$ cat src/rtl/amo_pkg.sv
package amo_pkg;
  localparam int DATA_W = 64;
  localparam int HALF_W = DATA_W / 2;

  typedef enum logic [1:0] {
    SRC_PLUS1,
    SRC_ONES,
    SRC_ZERO,
    SRC_REG
  } amo_src_e;

  typedef enum logic {
    KIND_ADD,
    KIND_XCHG
  } amo_kind_e;

  typedef struct packed {
    logic      legal;
    logic      dw;
    amo_kind_e kind;
    amo_src_e  src;
    logic [4:0] rd;
  } amo_dec_t;

  function automatic logic [HALF_W-1:0] swap_bytes32(input logic [HALF_W-1:0] v);
    logic [HALF_W-1:0] r;
    for (int i = 0; i < HALF_W / 8; i++)
      r[8*i +: 8] = v[HALF_W - 8*(i+1) +: 8];
    return r;
  endfunction

  function automatic logic [DATA_W-1:0] swap_bytes64(input logic [DATA_W-1:0] v);
    logic [DATA_W-1:0] r;
    for (int i = 0; i < DATA_W / 8; i++)
      r[8*i +: 8] = v[DATA_W - 8*(i+1) +: 8];
    return r;
  endfunction
endpackage

$ cat src/rtl/amo_decode.sv
module amo_decode
  import amo_pkg::*;
(
  input  logic [31:0] insn,
  output amo_dec_t    dec
);
  localparam logic [5:0] MAJOR = 6'b011100;
  localparam logic [5:0] MINOR = 6'b011111;

  logic       frame_ok;
  logic       imm_clean;
  logic       sub_ok;
  logic [4:0] sub;

  assign sub       = insn[10:6];
  assign frame_ok  = (insn[31:26] == MAJOR) && (insn[5:0] == MINOR);
  assign imm_clean = (insn[20:16] == 5'd0);

  always_comb begin
    sub_ok   = 1'b1;
    dec.kind = KIND_ADD;
    dec.src  = SRC_PLUS1;
    unique case (sub[4:1])
      4'b0001: begin dec.kind = KIND_ADD;  dec.src = SRC_PLUS1; sub_ok = imm_clean; end
      4'b0011: begin dec.kind = KIND_ADD;  dec.src = SRC_ONES;  sub_ok = imm_clean; end
      4'b1001: begin dec.kind = KIND_ADD;  dec.src = SRC_REG;  end
      4'b0101: begin dec.kind = KIND_XCHG; dec.src = SRC_ONES;  sub_ok = imm_clean; end
      4'b0111: begin dec.kind = KIND_XCHG; dec.src = SRC_ZERO;  sub_ok = imm_clean; end
      4'b1011: begin dec.kind = KIND_XCHG; dec.src = SRC_REG;  end
      default: sub_ok = 1'b0;
    endcase
    dec.legal = frame_ok && sub_ok;
    dec.dw    = sub[0];
    dec.rd    = insn[15:11];
  end
endmodule

$ cat src/rtl/amo_ram.sv
module amo_ram #(
  parameter int ROWS   = 64,
  parameter int DATA_W = 64,
  localparam int ROW_W = $clog2(ROWS)
) (
  input  logic              clk,
  input  logic              re,
  input  logic [ROW_W-1:0]  raddr,
  output logic [DATA_W-1:0] rdata,
  input  logic              we,
  input  logic [ROW_W-1:0]  waddr,
  input  logic [DATA_W-1:0] wdata
);
  logic [DATA_W-1:0] mem [ROWS];

  always_ff @(posedge clk) begin
    if (we) mem[waddr] <= wdata;
  end

  always_ff @(posedge clk) begin
    if (re) rdata <= mem[raddr];
  end
endmodule

$ cat src/rtl/amo_lane.sv
module amo_lane
  import amo_pkg::*;
(
  input  logic              dw,
  input  logic              be,
  input  logic              hi,
  input  amo_kind_e         kind,
  input  logic [DATA_W-1:0] operand,
  input  logic [DATA_W-1:0] row,
  output logic [DATA_W-1:0] old_ext,
  output logic [DATA_W-1:0] new_row
);
  logic [HALF_W-1:0] w_slice, w_old, w_new, w_store;
  logic [DATA_W-1:0] d_old, d_new;

  always_comb begin
    w_slice = hi ? row[DATA_W-1:HALF_W] : row[HALF_W-1:0];
    w_old   = be ? swap_bytes32(w_slice) : w_slice;
    d_old   = be ? swap_bytes64(row) : row;

    w_new = (kind == KIND_ADD) ? (w_old + operand[HALF_W-1:0]) : operand[HALF_W-1:0];
    d_new = (kind == KIND_ADD) ? (d_old + operand) : operand;

    w_store = be ? swap_bytes32(w_new) : w_new;

    if (dw)
      new_row = be ? swap_bytes64(d_new) : d_new;
    else if (hi)
      new_row = {w_store, row[HALF_W-1:0]};
    else
      new_row = {row[DATA_W-1:HALF_W], w_store};

    old_ext = dw ? d_old : {{HALF_W{w_old[HALF_W-1]}}, w_old};
  end
endmodule

$ cat src/rtl/amo_unit.sv
module amo_unit
  import amo_pkg::*;
#(
  parameter int ROWS = 64,
  localparam int ROW_W = $clog2(ROWS),
  localparam int BYTE_ADDR_W = ROW_W + 3
) (
  input  logic        clk,
  input  logic        rst,
  input  logic        start,
  input  logic [31:0] insn,
  input  logic [63:0] base_val,
  input  logic [63:0] add_val,
  input  logic        big_endian,
  output logic        busy,
  output logic        done,
  output logic [63:0] old_val,
  output logic [4:0]  dest_idx,
  output logic        dest_we,
  output logic        fault_align,
  output logic        fault_illegal
);
  typedef enum logic [1:0] {ST_IDLE, ST_RD, ST_WR} state_e;

  state_e            state;
  amo_dec_t          dec, q_dec;
  logic [ROW_W-1:0]  q_row;
  logic              q_hi, q_be, q_ill, q_mis;
  logic [DATA_W-1:0] q_opnd, opnd, rdata, old_ext, new_row;
  logic              accept, misalign, q_ok;

  amo_decode u_dec (.insn(insn), .dec(dec));

  assign accept   = start && (state == ST_IDLE);
  assign misalign = dec.dw ? (base_val[2:0] != 3'd0) : (base_val[1:0] != 2'd0);
  assign q_ok     = !q_ill && !q_mis;
  assign busy     = (state != ST_IDLE);

  always_comb begin
    unique case (dec.src)
      SRC_PLUS1: opnd = 64'd1;
      SRC_ONES:  opnd = '1;
      SRC_ZERO:  opnd = '0;
      default:   opnd = add_val;
    endcase
  end

  always_ff @(posedge clk) begin
    if (rst) begin
      state  <= ST_IDLE;
      q_dec  <= '0;
      q_row  <= '0;
      q_hi   <= 1'b0;
      q_be   <= 1'b0;
      q_ill  <= 1'b0;
      q_mis  <= 1'b0;
      q_opnd <= '0;
    end else begin
      unique case (state)
        ST_IDLE: if (accept) begin
          state  <= ST_RD;
          q_dec  <= dec;
          q_row  <= base_val[BYTE_ADDR_W-1:3];
          q_hi   <= base_val[2];
          q_be   <= big_endian;
          q_ill  <= !dec.legal;
          q_mis  <= dec.legal && misalign;
          q_opnd <= opnd;
        end
        ST_RD:   state <= ST_WR;
        default: state <= ST_IDLE;
      endcase
    end
  end

  amo_ram #(.ROWS(ROWS), .DATA_W(DATA_W)) u_ram (
    .clk   (clk),
    .re    ((state == ST_RD) && q_ok),
    .raddr (q_row),
    .rdata (rdata),
    .we    ((state == ST_WR) && q_ok),
    .waddr (q_row),
    .wdata (new_row)
  );

  amo_lane u_lane (
    .dw      (q_dec.dw),
    .be      (q_be),
    .hi      (q_hi),
    .kind    (q_dec.kind),
    .operand (q_opnd),
    .row     (rdata),
    .old_ext (old_ext),
    .new_row (new_row)
  );

  always_ff @(posedge clk) begin
    if (rst) begin
      done          <= 1'b0;
      dest_we       <= 1'b0;
      old_val       <= '0;
      dest_idx      <= '0;
      fault_align   <= 1'b0;
      fault_illegal <= 1'b0;
    end else if (state == ST_WR) begin
      done          <= 1'b1;
      dest_we       <= q_ok;
      old_val       <= q_ok ? old_ext : '0;
      dest_idx      <= q_dec.rd;
      fault_align   <= q_mis;
      fault_illegal <= q_ill;
    end else begin
      done    <= 1'b0;
      dest_we <= 1'b0;
    end
  end


  done_pulse_chk: assert property (@(posedge clk) disable iff (rst) done |=> !done);

  done_latency_chk: assert property (@(posedge clk) disable iff (rst)
    done |-> $past(start && !busy, 3));

  busy_hold_chk: assert property (@(posedge clk) disable iff (rst)
    $rose(busy) |=> busy);

  dest_we_chk: assert property (@(posedge clk) disable iff (rst)
    dest_we |-> (done && !fault_align && !fault_illegal));

  fault_excl_chk: assert property (@(posedge clk) disable iff (rst)
    $onehot0({fault_align, fault_illegal}));

  no_fault_write_chk: assert property (@(posedge clk) disable iff (rst)
    (done && (fault_align || fault_illegal)) |-> (old_val == 64'd0));

  word_sext_chk: assert property (@(posedge clk) disable iff (rst)
    (dest_we && !q_dec.dw) |-> (old_val[63:32] == {32{old_val[31]}}));
endmodule

$ cat config.mk
export PLATFORM = sky130hd
export DESIGN_NAME = amo_unit
export DESIGN_NICKNAME = d
export VERILOG_FILES = /design/src/rtl/amo_pkg.sv /design/src/rtl/amo_decode.sv /design/src/rtl/amo_ram.sv /design/src/rtl/amo_lane.sv /design/src/rtl/amo_unit.sv
export SDC_FILE = /design/constraint.sdc
export NUM_CORES = 2
export LEC_CHECK = 0
export CELL_PAD_IN_SITES_DETAIL_PLACEMENT = 0
export CELL_PAD_IN_SITES_GLOBAL_PLACEMENT = 1
export CORE_UTILIZATION = 55
export CTS_CLUSTER_SIZE = 10
export DETAILED_ROUTE_END_ITERATION = 10
export PLACE_DENSITY_LB_ADDON = 0.3
export SETUP_SLACK_MARGIN = 0.2
export SLEW_MARGIN = 20
export SYNTH_ARGS = -nofsm -noshare
export SYNTH_HDL_FRONTEND = slang
export SYNTH_SLANG_ARGS = --single-unit
$ cat constraint.sdc
create_clock -name clk -period 11.2 [get_ports clk]
set_input_delay 1.12 -clock clk [delete_from_list [all_inputs] [get_ports clk]]
set_output_delay 1.12 -clock clk [all_outputs]
set_load 0.02 [all_outputs]
# Word level (Yosys, flattened, before mapping)
# Memories as Yosys holds them, arrays and structs flattened. A register that Yosys moved wholly into a read port is not among the register bits.
# Cells that the tools add are included.
# totals
ff_bits,156
ramBits,4096
input_bits,164
out_inout_bits,74
wordCells,73
memories,1
# mem_list
memory,words,word_bits,rd,rd_clocked_by_memory_dff,write_ports,line,source
u_ram.mem,64,64,1,1,1,amo_ram.sv:14,logic [DATA_W-1:0] mem [ROWS];
# op_classes
n_addsub,2
eq_ne,13
n_mux,20
n_bitwise,1
n_reduce_logical,20
# op_table
operator,n
2-to-1 mux 64 bit,7
case mux 64 bit (3 select lines),1
2-to-1 mux 32 bit,4
adder 64 bit,1
adder 32 bit,1
case mux 3 bit (5 select lines),1
"== test 6 x 5 -> 1 bit, second input constant",2
"== test 4 x 3 -> 1 bit, second input constant",2
"== test 4 bit, second input constant",2
logical AND 1 bit,7
zero test 5 bit,1
"== test 2 x 1 -> 1 bit, second input constant",2
"== test 2 bit, second input constant",2
"== test 4 x 1 -> 1 bit, second input constant",1
"== test 4 x 2 -> 1 bit, second input constant",1
zero test 2 bit,2
2-to-1 mux 1 bit,4
case mux 2 bit (2 select lines),1
nonzero test 2 bit,2
OR reduction 2 bit,2
OR reduction 4 bit,1
zero test 1 bit,3
nonzero test 3 bit,1
2-to-1 mux 2 bit,1
4 further kinds,4

# Logic depth before layout (Yosys ltp)
# depth
depth_word,7
ltp_mapped,19
mapped_depth_nobuf,15

# Hierarchy
# From an unflattened synthesis, not the netlist that was laid out.
# hier_totals
cells_unflattened,8963
hier_area_um2,174413.5
# by_module_without_submodules
mod,instances,cells_each,area_each_um2,seq_area_each_um2
amo_ram,1,6598,156989.3,124919.8
amo_lane,1,1725,11621.1,0.0
amo_unit,1,617,5649.2,3123.0
amo_decode,1,23,153.9,0.0

# Worst setup path after synthesis
# No wires, ideal clock.
# synth_timing
kind,flip-flop to flip-flop
startpoint,register q_hi
endpoint,"memory u_ram.mem[0][2], data pin"
setup_ns,0.767
arrival_ns,6.914
required_time_ns,10.433
path_slack_ns,3.518
path_stages_with_launch,17
path_buffers,1
period_less_slack_ns,7.682
cell_sequence,dfxtp_1 > buf_1 > mux4_2 > ha_1 > fa_1 > a21o_1 > a21o_1 > a21oi_1 > o31ai_2 > a2111oi_0 > o31ai_1 > a21boi_0 > xor2_1 > o21ai_1 > a21oi_1 > o21a_1 > a311oi_1
# synth_between
elab_chain_cells,7
# synth_lines
item,line,source
from (decl),amo_unit.sv:28,"logic q_hi, q_be, q_ill, q_mis;"
from (signal assigned),amo_unit.sv:64,q_hi <= base_val[2];
2-to-1 mux 32 bit,amo_lane.sv:17,w_slice = hi ? row[DATA_W-1:HALF_W] : row[HALF_W-1:0];
2-to-1 mux 32 bit,amo_lane.sv:18,w_old = be ? swap_bytes32(w_slice) : w_slice;
adder 32 bit,amo_lane.sv:21,w_new = (kind == KIND_ADD) ? (w_old + operand[HALF_W-1:0]) : operand[HALF_W-1:0];
2-to-1 mux 32 bit,amo_lane.sv:21,
2-to-1 mux 32 bit,amo_lane.sv:24,w_store = be ? swap_bytes32(w_new) : w_new;
2-to-1 mux 64 bit (*),amo_lane.sv:28,else if (hi)
2-to-1 mux 64 bit (*),amo_lane.sv:26,if (dw)
net new_row[2],amo_unit.sv:29,"logic [DATA_W-1:0] q_opnd, opnd, rdata, old_ext, new_row;"
to (decl),amo_ram.sv:14,
# The timed path passes the listed nets; every way through them passes the cells marked *.

# Final worst setup path
# layout_timing
startpoint,register q_be
endpoint,"memory u_ram.mem[48][49], data pin"
# layout_between
elab_chain_cells,6
elab_cells_between_ends,10
classes_between,add/sub (2); mux (8)
# layout_lines
item,line,source
from (decl),amo_unit.sv:28,
from (signal assigned),amo_unit.sv:65,q_be <= big_endian;
2-to-1 mux 32 bit,amo_lane.sv:18,
adder 32 bit,amo_lane.sv:21,
2-to-1 mux 32 bit,amo_lane.sv:21,
2-to-1 mux 32 bit,amo_lane.sv:24,
2-to-1 mux 64 bit,amo_lane.sv:28,
2-to-1 mux 64 bit (*),amo_lane.sv:26,
net new_row[49],amo_unit.sv:29,
# Marked as above.

==> metrics.md <==
| Metric | Value |
|---|---|
| Status | completed |
| CTS buffer count | 474 |
| Setup Skew | 0.0877 ns |
| Final period utilization | 62.5% |
| Reg clk slew, reported paths | 0.06 ns |
| Min-Delay Endpoint | dest_idx[1]$_SDFFE_PP0P_ |
| Peak Freq | 0.143 GHz |
| Area of the multi-input gates | 34700 um2 |
| ANT nets after route | 0 |
| Layout fillers | 20700 |
| Critical path endpoint category | register |
| Total gr overflow | 0 |
| Avg Cell Area, Syn | 16.9 um2 |
| Pin slew with the least headroom to its limit | 1.41 ns |
| Core Rows | 200 |
| MaxCap Viol Count | 0 |
| Worst-Skew Late Latency | 1.05 ns |
| Worst IR Drop VDD | 0.000151 V |
| Starting DRT DRC Count | 18100 |
| Fin nets | 10300 |
| Setup Viol. Count Final | 0 |
| Hold buffers post-CTS | 0 |
| Post-DP Area | 172000 um2 |
| Power Density | 194 nW/um2 |
| Crit path kind | reg2reg |
| RSZ-0062 raised after global routing | false |
| Synth-to-Final Area Change | 12.9% |
| Rel. slew slack | 6.20% |
| Initial Util | 55.3% |
| Clock Path Buffers | 4 |
| Worst R2R Setup Slack | 4.20 ns |
| H-tree Lvls | 5 |
| Hold Vio Cnt, Final | 0 |
| Post-Syn Nets | 9958 |
| Total Die Area | 301000 um2 |
| Clk root buf | clkbuf_16 |
| Share of layout cells above drive strength 1 | 11.4% |
| # Post-CTS Setup Buffers | 0 |
| DRC errors left | 0 |
| Seq. cell area | 128000 um2 |
| Iteration count of the initial detailed-routing pass | 8 |
| Layout Cells excl Fill | 14000 |
| Seq/Total Area, Yosys | 78.0% |
| Mapped Area | 164000 um2 |
| Post-layout util | 62.4% |
| GPL Wtd Cong | 0.954 |
| Total core area | 297000 um2 |
| Cells after synthesis | 9698 |
| Initial antenna violation count | 24 |
| Post-synth ARST share | 0% |
| Top Ports | 238 |
| Post-Route WL | 563000 um |
| Post-synth EDFFs | 4160 |
| Vias in the first global route | 98200 |
| CTS resizes | 0 |
| Crit path time final | 7.00 ns |
| Leakage | 57.0 nW |
| DIE HEIGHT | 548 um |
| Area contributors post-synth | edfxtp_1 76%, a22oi_1 5.8%, a22o_1 2.3%, a221oi_1 2.2%, dfxtp_1 1.9% |
| Slew Viols, Final | 0 |
| Placed instance count | 13500 |
| WL/cell | 40.1 um |
| Clock sinks | 4316 |
| Port Buffer Count | 177 |
| Top-area cell type share of the netlist area | 76.1% |
| Hold Path Class | reg2reg |
| Worst Min Path Start | q_dec[1]$_SDFFE_PP0P_ |
| Fin Setup TNS | 0 ns |
| Global-route wire length before repair | 766000 um |
| Prevailing post-synth register cell | edfxtp_1 |
| Reg2reg end | u_ram.mem[48][49]$_DFFE_PP_ |
| Worst Path Arrival | 7.70 ns |
| Detailed placer's ending HPWL | 301000 um |
| Worst r2r path cells | 16 |
| GRT Overall Usage | 36.7% |
| Fin area | 185000 um2 |
| CTS tree | yes |
| CP max FO | 145 |
| Worst EP required | 11.89 ns |
| Top-count cell post-synth | edfxtp_1 |
| CP Launch Type | register |
| Hold Crit Depth | 2 |
| FF-to-FF Start | q_be$_SDFFE_PP0P_ |
| Largest net degree at the start of global routing | 146 |
| Drt via density | 7.44 |
| Vias post-DR | 104000 |
| Synth cell types | 89 |
| Yosys Warn Count | 0 |
| Yosys top cell by area | edfxtp_1 |
| Synth Register Bits | 4316 |
| Commonest cells in the synthesized netlist | 4160 x edfxtp_1, 1259 x a22oi_1, 551 x clkbuf_1 |
| Die Wd | 548 um |
-- layout by cell type (no fill, tap or decap), types with 56 or more instances in the layout --
master           instances
clkdlybuf4s50_1        176
a22oi_1               1256
a21o_1                  59
nor4_1                  72
dfxtp_1                152
a22o_1                 433
edfxtp_1              4160
a221oi_1               410
clkbuf_16              477
mux2_2                 101
nor3_1                  79
nor2_1                 156
a31oi_1                406
nand4_1                140
o21ai_0                124
ha_1                    94
nand2_1                262
a21oi_1                386
clkbuf_1                56
nor2_4                  69
nand3_1                 71
buf_4                  297
-- routing by layer --
layer  vias to the layer above  GRT usage (%)  wire (um)
met5                         -              0        156
met4                        22           19.4      34000
met3                      1649           9.41      78900
met2                      8981           55.6     252000
met1                     52800           49.2     198000
li1                      41000              -          -
-- state kept, by name, indices dropped and copies added, names as in the netlist, 2 cells and up --
register	count
old_val	64
q_opnd	64
state	2
q_dec	7
u_ram.rdata	64
u_ram.mem	4096
dest_idx	5
q_row	6
-- kinds of logic (layout without fill, tap and decap cells) --
| family | count (synthesis) | count (layout) | synth area share (%) |
|---|---|---|---|
| flip-flops | 4316 | 4316 | 78.0 |
| AO/OA/AOI/OAI | 3319 | 3319 | 14.8 |
| AND/OR/NAND/NOR | 979 | 979 | 2.90 |
| buffers and inverters | 713 | 1098 | 1.64 |
| multiplexers | 186 | 186 | 1.46 |
| adder cells (fa/ha/maj) | 96 | 96 | 0.741 |
| XOR/XNOR | 89 | 89 | 0.475 |
| other | 0 | 19 | 0 |
-- worst max-delay path: stages, from the launching register on --
cell     delay, ns
dfxtp_4       0.71
buf_12        0.55
mux2_2        0.47
ha_1          0.46
nand4_1       0.21
nor4_1        0.66
nor3b_2       0.28
o21ai_1       0.17
nand3_2       0.20
o21ai_2       0.16
o21ai_0       0.39
a21oi_1       0.15
xor2_1        0.16
o21ai_0       0.87
nand2_1       0.23
a32oi_4       0.27
buf_4         0.51
-- how the worst max path moves through the flow --
stage	cells past startpoint	slack, ns	from	endpoint
2_1_floorplan	16	3.52	q_hi$_SDFFE_PP0P_	u_ram.mem[0][2]$_DFFE_PP_
3_3_place_gp	15	4.28	q_be$_SDFFE_PP0P_	u_ram.mem[4][12]$_DFFE_PP_
3_5_place_dp	16	4.38	q_be$_SDFFE_PP0P_	u_ram.mem[3][49]$_DFFE_PP_
4_1_cts	16	4.31	q_be$_SDFFE_PP0P_	u_ram.mem[3][49]$_DFFE_PP_
5_1_grt	16	4.11	q_be$_SDFFE_PP0P_	u_ram.mem[5][49]$_DFFE_PP_
6_report	16	4.20	q_be$_SDFFE_PP0P_	u_ram.mem[48][49]$_DFFE_PP_
-- final cells by class --
type | count | area share (%)
timing repair buffer | 504 | 2.51
tap | 3939 | 2.66
clock inverter | 31 | 0.365
clock buffer | 533 | 6.56
antenna | 19 | 0.0257
sequential | 4316 | 69.1
multi-input combinational | 4669 | 18.7
inverter | 30 | 0.0608
-- where the power goes --
group	switching (mW)	internal (mW)
clock	5.91	7.60
sequential	0.103	18.8
combinational	2.69	0.872
-- metrics by stage --
step | total power, mW | hold slack [ns] | setup WS, ns
global route | 36.7 | 0.472 | 4.11
finish | 35.9 | 0.451 | 4.20
global placement | 22.5 | 0.439 | 4.28
CTS | 35.9 | 0.455 | 4.31
detailed placement | 22.6 | 0.447 | 4.38
floorplan | 21.1 | 0.432 | 3.52
Power figures use the tool's default switching activity.
